===== src/rtl/spi_host_pkg.sv =====
`timescale 1ns/1ps
package spi_host_pkg;

   typedef enum logic [1:0] {
      REG_DATA   = 2'd0,
      REG_CTRL   = 2'd1,
      REG_STAT   = 2'd2,
      REG_RELOAD = 2'd3
   } reg_addr_e;

   typedef enum logic [2:0] {
      RATE_DIV4   = 3'd0,
      RATE_DIV16  = 3'd1,
      RATE_DIV64  = 3'd2,
      RATE_TIMER  = 3'd3,
      RATE_RELOAD = 3'd4
   } rate_e;

   // control register layout, bit 6 down to bit 0
   typedef struct packed {
      logic       tx_mute;
      logic       late_sample;
      logic       lead_data;
      logic       idle_hi;
      logic [2:0] rate_sel;
   } ctrl_t;

   localparam int CTRL_W = $bits(ctrl_t);
   localparam int STAT_W = 4;

endpackage


===== src/rtl/spi_rate_gen.sv =====
`timescale 1ns/1ps
module spi_rate_gen
   import spi_host_pkg::*;
#(
   parameter int PRE_LO   = 4,
   parameter int PRE_MID  = 16,
   parameter int PRE_HI   = 64,
   parameter int RELOAD_W = 8,
   parameter bit TMR_SYNC = 1'b1
) (
   input  logic                clk,
   input  logic                rst_n,
   input  logic                run,
   input  logic [2:0]          rate_sel,
   input  logic [RELOAD_W-1:0] reload,
   input  logic                tmr_tick,
   output logic                half_tick
);

   localparam int HALF_LO      = PRE_LO / 2;
   localparam int HALF_MID     = PRE_MID / 2;
   localparam int HALF_HI      = PRE_HI / 2;
   localparam int HALF_RLD_MAX = 2 << RELOAD_W;
   localparam int HALF_MAX     = (HALF_RLD_MAX > HALF_HI) ? HALF_RLD_MAX : HALF_HI;
   localparam int CNT_W        = $clog2(HALF_MAX + 1);

   if (PRE_LO < 2 || (PRE_LO % 2) != 0) begin : g_bad_lo
      $error("spi_rate_gen: PRE_LO must be even and at least 2");
   end
   if (PRE_MID < PRE_LO || (PRE_MID % 2) != 0) begin : g_bad_mid
      $error("spi_rate_gen: PRE_MID must be even and not below PRE_LO");
   end
   if (PRE_HI < PRE_MID || (PRE_HI % 2) != 0) begin : g_bad_hi
      $error("spi_rate_gen: PRE_HI must be even and not below PRE_MID");
   end
   if (RELOAD_W < 1 || RELOAD_W > 16) begin : g_bad_rld
      $error("spi_rate_gen: RELOAD_W out of range");
   end

   logic [CNT_W-1:0] half_len;
   logic [CNT_W-1:0] cnt_q;
   logic             div_hit;
   logic             tmr_q;

   always_comb begin
      unique case (rate_e'(rate_sel))
         RATE_DIV4:  half_len = CNT_W'(HALF_LO);
         RATE_DIV16: half_len = CNT_W'(HALF_MID);
         RATE_DIV64: half_len = CNT_W'(HALF_HI);
         default:    half_len = (CNT_W'(reload) + CNT_W'(1)) << 1;
      endcase
   end

   // pulse path: registered or direct, chosen at elaboration
   if (TMR_SYNC) begin : g_tmr_reg
      always_ff @(posedge clk or negedge rst_n) begin
         if (!rst_n) tmr_q <= 1'b0;
         else        tmr_q <= tmr_tick;
      end
   end else begin : g_tmr_raw
      assign tmr_q = tmr_tick;
   end

   assign div_hit = (cnt_q == half_len - CNT_W'(1));

   always_ff @(posedge clk or negedge rst_n) begin
      if (!rst_n)       cnt_q <= '0;
      else if (!run)    cnt_q <= '0;
      else if (div_hit) cnt_q <= '0;
      else              cnt_q <= cnt_q + CNT_W'(1);
   end

   assign half_tick = run & ((rate_e'(rate_sel) == RATE_TIMER) ? tmr_q : div_hit);

endmodule


===== src/rtl/spi_shift_core.sv =====
`timescale 1ns/1ps
module spi_shift_core #(
   parameter int DATA_W = 8
) (
   input  logic              clk,
   input  logic              rst_n,
   input  logic              start,
   input  logic [DATA_W-1:0] tx_byte,
   input  logic              half_tick,
   input  logic              idle_hi,
   input  logic              lead_data,
   input  logic              late_sample,
   input  logic              sdi,
   output logic              sck,
   output logic              sdo,
   output logic              active,
   output logic              done,
   output logic [DATA_W-1:0] rx_byte
);

   localparam int PH_N = 2 * DATA_W;
   localparam int PH_W = $clog2(PH_N);

   if (DATA_W < 2) begin : g_bad_w
      $error("spi_shift_core: DATA_W must be at least 2");
   end

   logic [PH_W-1:0]   ph_q;
   logic              act_q;
   logic [DATA_W-1:0] tx_sr;
   logic [DATA_W-1:0] rx_sr;
   logic              last_ph;
   logic              capture;
   logic              bit_end;
   logic [DATA_W-1:0] rx_next;

   assign last_ph = (ph_q == PH_W'(PH_N - 1));
   // even phase = first half of a bit, odd phase = second half
   assign capture = act_q & half_tick & (ph_q[0] == late_sample);
   assign bit_end = act_q & half_tick & ph_q[0];
   assign rx_next = capture ? {rx_sr[DATA_W-2:0], sdi} : rx_sr;

   always_ff @(posedge clk or negedge rst_n) begin
      if (!rst_n) begin
         act_q <= 1'b0;
         ph_q  <= '0;
         tx_sr <= '0;
         rx_sr <= '0;
      end else if (start) begin
         act_q <= 1'b1;
         ph_q  <= '0;
         tx_sr <= tx_byte;
         rx_sr <= '0;
      end else begin
         if (act_q && half_tick) begin
            ph_q <= ph_q + PH_W'(1);
            if (last_ph) act_q <= 1'b0;
         end
         if (capture) rx_sr <= rx_next;
         if (bit_end && !last_ph) tx_sr <= {tx_sr[DATA_W-2:0], 1'b0};
      end
   end

   assign done    = act_q & half_tick & last_ph;
   assign rx_byte = rx_next;
   assign active  = act_q;
   assign sdo     = tx_sr[DATA_W-1];
   assign sck     = act_q ? (idle_hi ^ (lead_data ? ph_q[0] : ~ph_q[0])) : idle_hi;

endmodule


===== src/rtl/spi_reg_file.sv =====
`timescale 1ns/1ps
module spi_reg_file
   import spi_host_pkg::*;
#(
   parameter int DATA_W   = 8,
   parameter int BUS_W    = 8,
   parameter int RELOAD_W = 8
) (
   input  logic                clk,
   input  logic                rst_n,
   input  logic                wr_en,
   input  logic                rd_en,
   input  logic [1:0]          addr,
   input  logic [BUS_W-1:0]    wdata,
   output logic [BUS_W-1:0]    rdata,
   input  logic                active,
   input  logic                done,
   input  logic [DATA_W-1:0]   rx_byte,
   output logic                start,
   output logic [DATA_W-1:0]   tx_byte,
   output ctrl_t               ctrl,
   output logic [RELOAD_W-1:0] reload,
   output logic                full,
   output logic                irq_flag,
   output logic                wcol
);

   if (BUS_W < DATA_W || BUS_W < RELOAD_W || BUS_W < CTRL_W) begin : g_bad_bus
      $error("spi_reg_file: BUS_W narrower than a register");
   end

   logic              wr_data, wr_ctrl, wr_stat, wr_rld, rd_data;
   ctrl_t             ctrl_q;
   logic [RELOAD_W-1:0] rld_q;
   logic [DATA_W-1:0] rx_buf;

   assign wr_data = wr_en && (addr == REG_DATA);
   assign wr_ctrl = wr_en && (addr == REG_CTRL);
   assign wr_stat = wr_en && (addr == REG_STAT);
   assign wr_rld  = wr_en && (addr == REG_RELOAD);
   assign rd_data = rd_en && (addr == REG_DATA);

   assign start   = wr_data && !active;
   assign tx_byte = wdata[DATA_W-1:0];

   always_ff @(posedge clk or negedge rst_n) begin
      if (!rst_n) begin
         ctrl_q   <= '0;
         rld_q    <= '0;
         rx_buf   <= '0;
         full     <= 1'b0;
         irq_flag <= 1'b0;
         wcol     <= 1'b0;
      end else begin
         if (wr_ctrl) ctrl_q <= ctrl_t'(wdata[CTRL_W-1:0]);
         if (wr_rld)  rld_q  <= wdata[RELOAD_W-1:0];
         if (done)    rx_buf <= rx_byte;

         if (done)         full <= 1'b1;
         else if (rd_data) full <= 1'b0;

         if (done)                     irq_flag <= 1'b1;
         else if (wr_stat && wdata[1]) irq_flag <= 1'b0;

         if (wr_data && active)        wcol <= 1'b1;
         else if (wr_stat && wdata[3]) wcol <= 1'b0;
      end
   end

   always_comb begin
      unique case (reg_addr_e'(addr))
         REG_DATA:   rdata = BUS_W'(rx_buf);
         REG_CTRL:   rdata = BUS_W'(ctrl_q);
         REG_STAT:   rdata = BUS_W'({wcol, active, irq_flag, full});
         default:    rdata = BUS_W'(rld_q);
      endcase
   end

   assign ctrl   = ctrl_q;
   assign reload = rld_q;

endmodule


===== src/rtl/spi_byte_host.sv =====
`timescale 1ns/1ps
module spi_byte_host
   import spi_host_pkg::*;
#(
   parameter int DATA_W   = 8,
   parameter int BUS_W    = 8,
   parameter int RELOAD_W = 8,
   parameter int PRE_LO   = 4,
   parameter int PRE_MID  = 16,
   parameter int PRE_HI   = 64,
   parameter bit TMR_SYNC = 1'b1
) (
   input  logic             clk,
   input  logic             rst_n,
   input  logic             wr_en,
   input  logic             rd_en,
   input  logic [1:0]       addr,
   input  logic [BUS_W-1:0] wdata,
   output logic [BUS_W-1:0] rdata,
   input  logic             tmr_tick,
   input  logic             sdi,
   output logic             sck,
   output logic             sdo,
   output logic             sdo_oe,
   output logic             irq
);

   ctrl_t               ctrl;
   logic [RELOAD_W-1:0] reload;
   logic                busy, done, start, half_tick;
   logic                full, irq_flag, wcol;
   logic [DATA_W-1:0]   tx_byte, rx_byte;

   spi_reg_file #(
      .DATA_W(DATA_W), .BUS_W(BUS_W), .RELOAD_W(RELOAD_W)
   ) u_regs (
      .clk(clk), .rst_n(rst_n), .wr_en(wr_en), .rd_en(rd_en),
      .addr(addr), .wdata(wdata), .rdata(rdata),
      .active(busy), .done(done), .rx_byte(rx_byte),
      .start(start), .tx_byte(tx_byte), .ctrl(ctrl), .reload(reload),
      .full(full), .irq_flag(irq_flag), .wcol(wcol)
   );

   spi_rate_gen #(
      .PRE_LO(PRE_LO), .PRE_MID(PRE_MID), .PRE_HI(PRE_HI),
      .RELOAD_W(RELOAD_W), .TMR_SYNC(TMR_SYNC)
   ) u_rate (
      .clk(clk), .rst_n(rst_n), .run(busy), .rate_sel(ctrl.rate_sel),
      .reload(reload), .tmr_tick(tmr_tick), .half_tick(half_tick)
   );

   spi_shift_core #(
      .DATA_W(DATA_W)
   ) u_core (
      .clk(clk), .rst_n(rst_n), .start(start), .tx_byte(tx_byte),
      .half_tick(half_tick), .idle_hi(ctrl.idle_hi),
      .lead_data(ctrl.lead_data), .late_sample(ctrl.late_sample),
      .sdi(sdi), .sck(sck), .sdo(sdo), .active(busy), .done(done),
      .rx_byte(rx_byte)
   );

   assign sdo_oe = ~ctrl.tx_mute;
   assign irq    = irq_flag;

endmodule


===== config.mk =====
export PLATFORM = sky130hd
export DESIGN_NAME = spi_byte_host
export DESIGN_NICKNAME = d
export VERILOG_FILES = /design/src/rtl/spi_host_pkg.sv /design/src/rtl/spi_rate_gen.sv /design/src/rtl/spi_shift_core.sv /design/src/rtl/spi_reg_file.sv /design/src/rtl/spi_byte_host.sv
export SDC_FILE = /design/constraint.sdc
export NUM_CORES = 1
export LEC_CHECK = 0
export ABC_AREA = 1
export BUFFER_PORTS_ARGS = -buffer_cell sky130_fd_sc_hd__buf_4
export CORE_MARGIN = 2
export CORE_UTILIZATION = 55
export DETAILED_ROUTE_END_ITERATION = 6
export GPL_ROUTABILITY_DRIVEN = 0
export PLACE_DENSITY = 0.75
export RECOVER_POWER = 100
export SYNTH_ARGS = -nofsm -noshare
export SYNTH_HDL_FRONTEND = slang
export SYNTH_SLANG_ARGS = --single-unit
export TNS_END_PERCENT = 20

===== constraint.sdc =====
create_clock -name clk -period 3.8 [get_ports clk]
set_input_delay 0.76 -clock clk [delete_from_list [all_inputs] [get_ports clk]]
set_output_delay 0.76 -clock clk [all_outputs]
set_load 0.01 [all_outputs]

==> run summary <==
Total gr overflow = 0
Run status = complete, no violations
Startpoint type of the worst setup path = flop
FF-to-FF setup slack = 580 ps
Post-synthesis cell type count = 33
Fraction of layout cells with a size suffix above 1 = 12.36%
Worst Setup EP = u_regs.rx_buf[2]
Area of the multi-input gates = 0.001727 mm^2
Post-CTS Setup Inserts = 0
Ys flop type = sky130_fd_sc_hd__dfrtp_1
Clock tree from TritonCTS = yes
Initial standard-cell utilization of the core = 55.93%
Post-route worst hold slack = 467.1 ps
Category of the worst setup path capture point = flop
Max VDD drop = 0.3541 mV
Static power due to leakage = 1.987 nW
Setup repair after global routing missed its margin = false
Nets in the synthesized netlist = 504
Worst hold-check path type = reg2reg
Avg Vias per Cell = 5.620
Total number of placement rows = 29
Post-Route WL = 8683 um
Final Setup Violations = 0
Mapped Cells = 484
Setup TNS after final layout = 0 ps
Insertion delay of the later-clocked pin in the worst-skew pair = 350 ps
Chain of cells forming the critical path = nor2_1 > nor2_2 > nand2_1 > ha_1 > xnor2_1 > nor2_1 > nand3_1 > nor2_1 > nand3_1 > nor2_1 > nand3_1 > nand2_4 > nand2_1 > nor2_4 > inv_1 > nand2_1 > nand2_1
Worst stage delay on the critical path = 440 ps
CP max stage cell = sky130_fd_sc_hd__dfrtp_1
Synthesized area per cell = 7.212 um^2
# nets final = 535
Fin area = 0.003902 mm^2
Sequential area share after synthesis = 41.58%
R2r endpoint = u_regs.rx_buf[2]
Die height = 83.67 um
First-pass GRT wire length = 14700 um
# diodes = 0
Fraction of registers with async set/reset = 100.0%
Register bit count reported by yosys = 58
Final-report hold violation count = 0
Kind of cell adding the most delay to the critical path = simple AND/OR/NAND/NOR gates
Area delta synth->final = 11.79%
Register area = 0.001451 mm^2
Crit path buffers/inverters = 1
Clock-pin slew reported for the worst setup and hold paths after clock tree synthesis = 60 ps
Root Driver = sky130_fd_sc_hd__clkbuf_8
Start point of the critical path = u_regs.ctrl[1]
Worst r2r src = u_regs.ctrl[1]
Initial antenna violation count = 0
Fmax = 310.1 MHz
Number of buffers inserted by hold repair at cts = 0
Number of clock sinks = 58
WP depth = 17
Full die area = 0.007001 mm^2
I/O pin cnt = 28
Number of gates given a new drive strength after cts = 0
Tcrit/Tclk final = 84.86%
Data required time of the critical path = 4030 ps
Data arrival time of the critical path = 3450 ps
Register-to-Register Path Depth = 17
Buffers on Ports = 27
DR iter-0 viols = 258
Relative max-transition margin = 4.668%
Worst clock skew = 12.00 ps
Max-slew violations = 0
Maximum fanout count along the critical path = 12
Maximum number of pins on one net before global-route repair = 59
DRT antenna net count = 0
Wire per inst = 14.59 um
Fin crit period = 3225 ps
Placeable Area = 0.006241 mm^2
Via count of the first global-routing pass = 3132
Deepest level of the CTS H-tree = 3
Clk buf depth = 2
Power density over the cells = 590.0 mW/mm^2
Via count = 3344
Worst setup path class = reg2reg
Tot GR Track Use = 26.41%
First-pass detailed-route iteration total = 5
Synthesis warning total = 0
Number of inserted filler cells in the final layout = 607
Width of the chip = 83.67 um
DP HPWL = 6438 um
EDFF count, synth = 0
DRC violation count after routing = 0
Post-DP Area = 0.003752 mm^2
Reported max-cap violation count = 0
Netlist Area Pre-Place = 0.003491 mm^2
Number of buffers created by CTS = 9
Worst Max-Slew Pin Slew = 1430 ps
cell type report:
type	instances	area share [%]
Inverter	64	6.156
Timing Repair Buffer	29	4.168
Sequential cell	58	37.19
Tap cell	77	2.469
Multi-Input combinational cell	353	44.25
Clock buffer	12	4.232
Clock inverter	2	1.539
worst min path at each step:
stage                    start         endpoint  slack (ps)  cells past startpoint
2_1_floorplan  u_rate.cnt_q[0]  u_rate.cnt_q[0]         430                      1
3_3_place_gp   u_rate.cnt_q[0]  u_rate.cnt_q[0]         450                      1
3_5_place_dp   u_rate.cnt_q[0]  u_rate.cnt_q[0]         460                      1
4_1_cts        u_rate.cnt_q[0]  u_rate.cnt_q[0]         470                      1
5_1_grt        u_rate.cnt_q[0]  u_rate.cnt_q[0]         490                      1
6_report       u_rate.cnt_q[0]  u_rate.cnt_q[0]         470                      1
registers in the layout, summed over array words and instances (netlist names):
name / count
u_rate.cnt_q: 10
u_core.rx_sr: 8
u_core.tx_sr: 8
u_regs.reload: 8
u_regs.rx_buf: 8
u_regs.ctrl: 7
u_core.ph_q: 4
u_core.active: 1
u_rate.tmr_q: 1
u_regs.full: 1
u_regs.irq_flag: 1
u_regs.wcol: 1
logic make-up (layout without fill, tap and decap cells):
group / after synthesis / in the layout / synth area share (%)
and+or+nand+nor: 288 / 288 / 38.35
AOI/OAI and AO/OA: 52 / 52 / 7.993
xor gates and xnor gates: 9 / 9 / 2.258
buffers and inverters: 73 / 107 / 8.387
adders and majority gates: 4 / 4 / 1.434
DFF: 58 / 58 / 41.58
cell usage after synthesis, types with 2 or more instances:
| master | number | area [um^2] |
|---|---|---|
| sky130_fd_sc_hd__xnor2_1 | 2 | 17.52 |
| sky130_fd_sc_hd__nor2_1 | 40 | 150.1 |
| sky130_fd_sc_hd__o211ai_1 | 2 | 15.01 |
| sky130_fd_sc_hd__xor2_1 | 7 | 61.31 |
| sky130_fd_sc_hd__nor3_1 | 3 | 15.01 |
| sky130_fd_sc_hd__o22ai_1 | 4 | 25.02 |
| sky130_fd_sc_hd__inv_2 | 8 | 30.03 |
| sky130_fd_sc_hd__nand2_1 | 143 | 536.8 |
| sky130_fd_sc_hd__nand3_2 | 5 | 50.05 |
| sky130_fd_sc_hd__o21ai_0 | 33 | 165.2 |
| sky130_fd_sc_hd__clkbuf_1 | 6 | 22.52 |
| sky130_fd_sc_hd__o21ai_1 | 2 | 10.01 |
| sky130_fd_sc_hd__nand2_2 | 14 | 87.58 |
| sky130_fd_sc_hd__nor2_4 | 2 | 22.52 |
| sky130_fd_sc_hd__a21oi_1 | 8 | 40.04 |
| sky130_fd_sc_hd__buf_6 | 2 | 22.52 |
| sky130_fd_sc_hd__nor3b_1 | 2 | 15.01 |
| sky130_fd_sc_hd__ha_1 | 4 | 50.05 |
| sky130_fd_sc_hd__nand3_1 | 55 | 275.3 |
| sky130_fd_sc_hd__inv_1 | 56 | 210.2 |
| sky130_fd_sc_hd__nor2_2 | 6 | 37.54 |
| sky130_fd_sc_hd__dfrtp_1 | 58 | 1451 |
| sky130_fd_sc_hd__nand4_1 | 12 | 75.07 |
metrics by stage:
step,instances,power (mW),setup slack [ps],utilization (%)
after floorplan,484,1.468,1416,-
after global placement,581,1.659,877.2,60.12
after detailed placement,581,1.681,765.1,60.12
after CTS,595,2.338,752.9,63.73
after global routing,595,2.471,316.2,62.53
final,595,2.302,575.2,62.53
placed cells by master (no fill, tap or decap), types with 3 or more instances in the layout:
| master | count |
|---|---|
| sky130_fd_sc_hd__inv_2 | 7 |
| sky130_fd_sc_hd__xor2_1 | 7 |
| sky130_fd_sc_hd__nand4_1 | 12 |
| sky130_fd_sc_hd__nand2_2 | 13 |
| sky130_fd_sc_hd__clkbuf_1 | 14 |
| sky130_fd_sc_hd__clkbuf_8 | 12 |
| sky130_fd_sc_hd__ha_1 | 4 |
| sky130_fd_sc_hd__nand3_1 | 57 |
| sky130_fd_sc_hd__nor2_2 | 6 |
| sky130_fd_sc_hd__nor2_1 | 40 |
| sky130_fd_sc_hd__o22ai_1 | 4 |
| sky130_fd_sc_hd__a21oi_1 | 8 |
| sky130_fd_sc_hd__nand2_1 | 144 |
| sky130_fd_sc_hd__buf_4 | 13 |
| sky130_fd_sc_hd__inv_1 | 57 |
| sky130_fd_sc_hd__o21ai_0 | 33 |
| sky130_fd_sc_hd__dfrtp_1 | 58 |
| sky130_fd_sc_hd__nand3_2 | 4 |
| sky130_fd_sc_hd__nor3_1 | 3 |
power breakdown:
| group | total, mW | leakage [nW] | switching, mW | internal (mW) |
|---|---|---|---|---|
| registers | 0.877 | 0.745 | 0.117 | 0.760 |
| logic | 0.774 | 1.13 | 0.510 | 0.264 |
| clock network | 0.651 | 0.115 | 0.236 | 0.416 |
| total | 2.30 | 1.99 | 0.862 | 1.44 |
worst register-to-register path, stage by stage, from the launching register on:
cell and delay (ps):
sky130_fd_sc_hd__dfrtp_1 440, sky130_fd_sc_hd__nor2_1 80, sky130_fd_sc_hd__nor2_2 400, sky130_fd_sc_hd__nand2_1 200, sky130_fd_sc_hd__ha_1 340, sky130_fd_sc_hd__xnor2_1 130
sky130_fd_sc_hd__nor2_1 80, sky130_fd_sc_hd__nand3_1 70, sky130_fd_sc_hd__nor2_1 80, sky130_fd_sc_hd__nand3_1 80, sky130_fd_sc_hd__nor2_1 120, sky130_fd_sc_hd__nand3_1 150
sky130_fd_sc_hd__nand2_4 180, sky130_fd_sc_hd__nand2_1 160, sky130_fd_sc_hd__nor2_4 260, sky130_fd_sc_hd__inv_1 190, sky130_fd_sc_hd__nand2_1 90, sky130_fd_sc_hd__nand2_1 60
per-layer routing:
layer	vias up	global-route usage (%)	routed length, um
met4	0	11.73	160
met1	1564	37.22	3959
met5	-	0	0
li1	1624	-	-
met2	138	39.64	3958
met3	18	5.242	603
(Power assumes the default switching activity.)
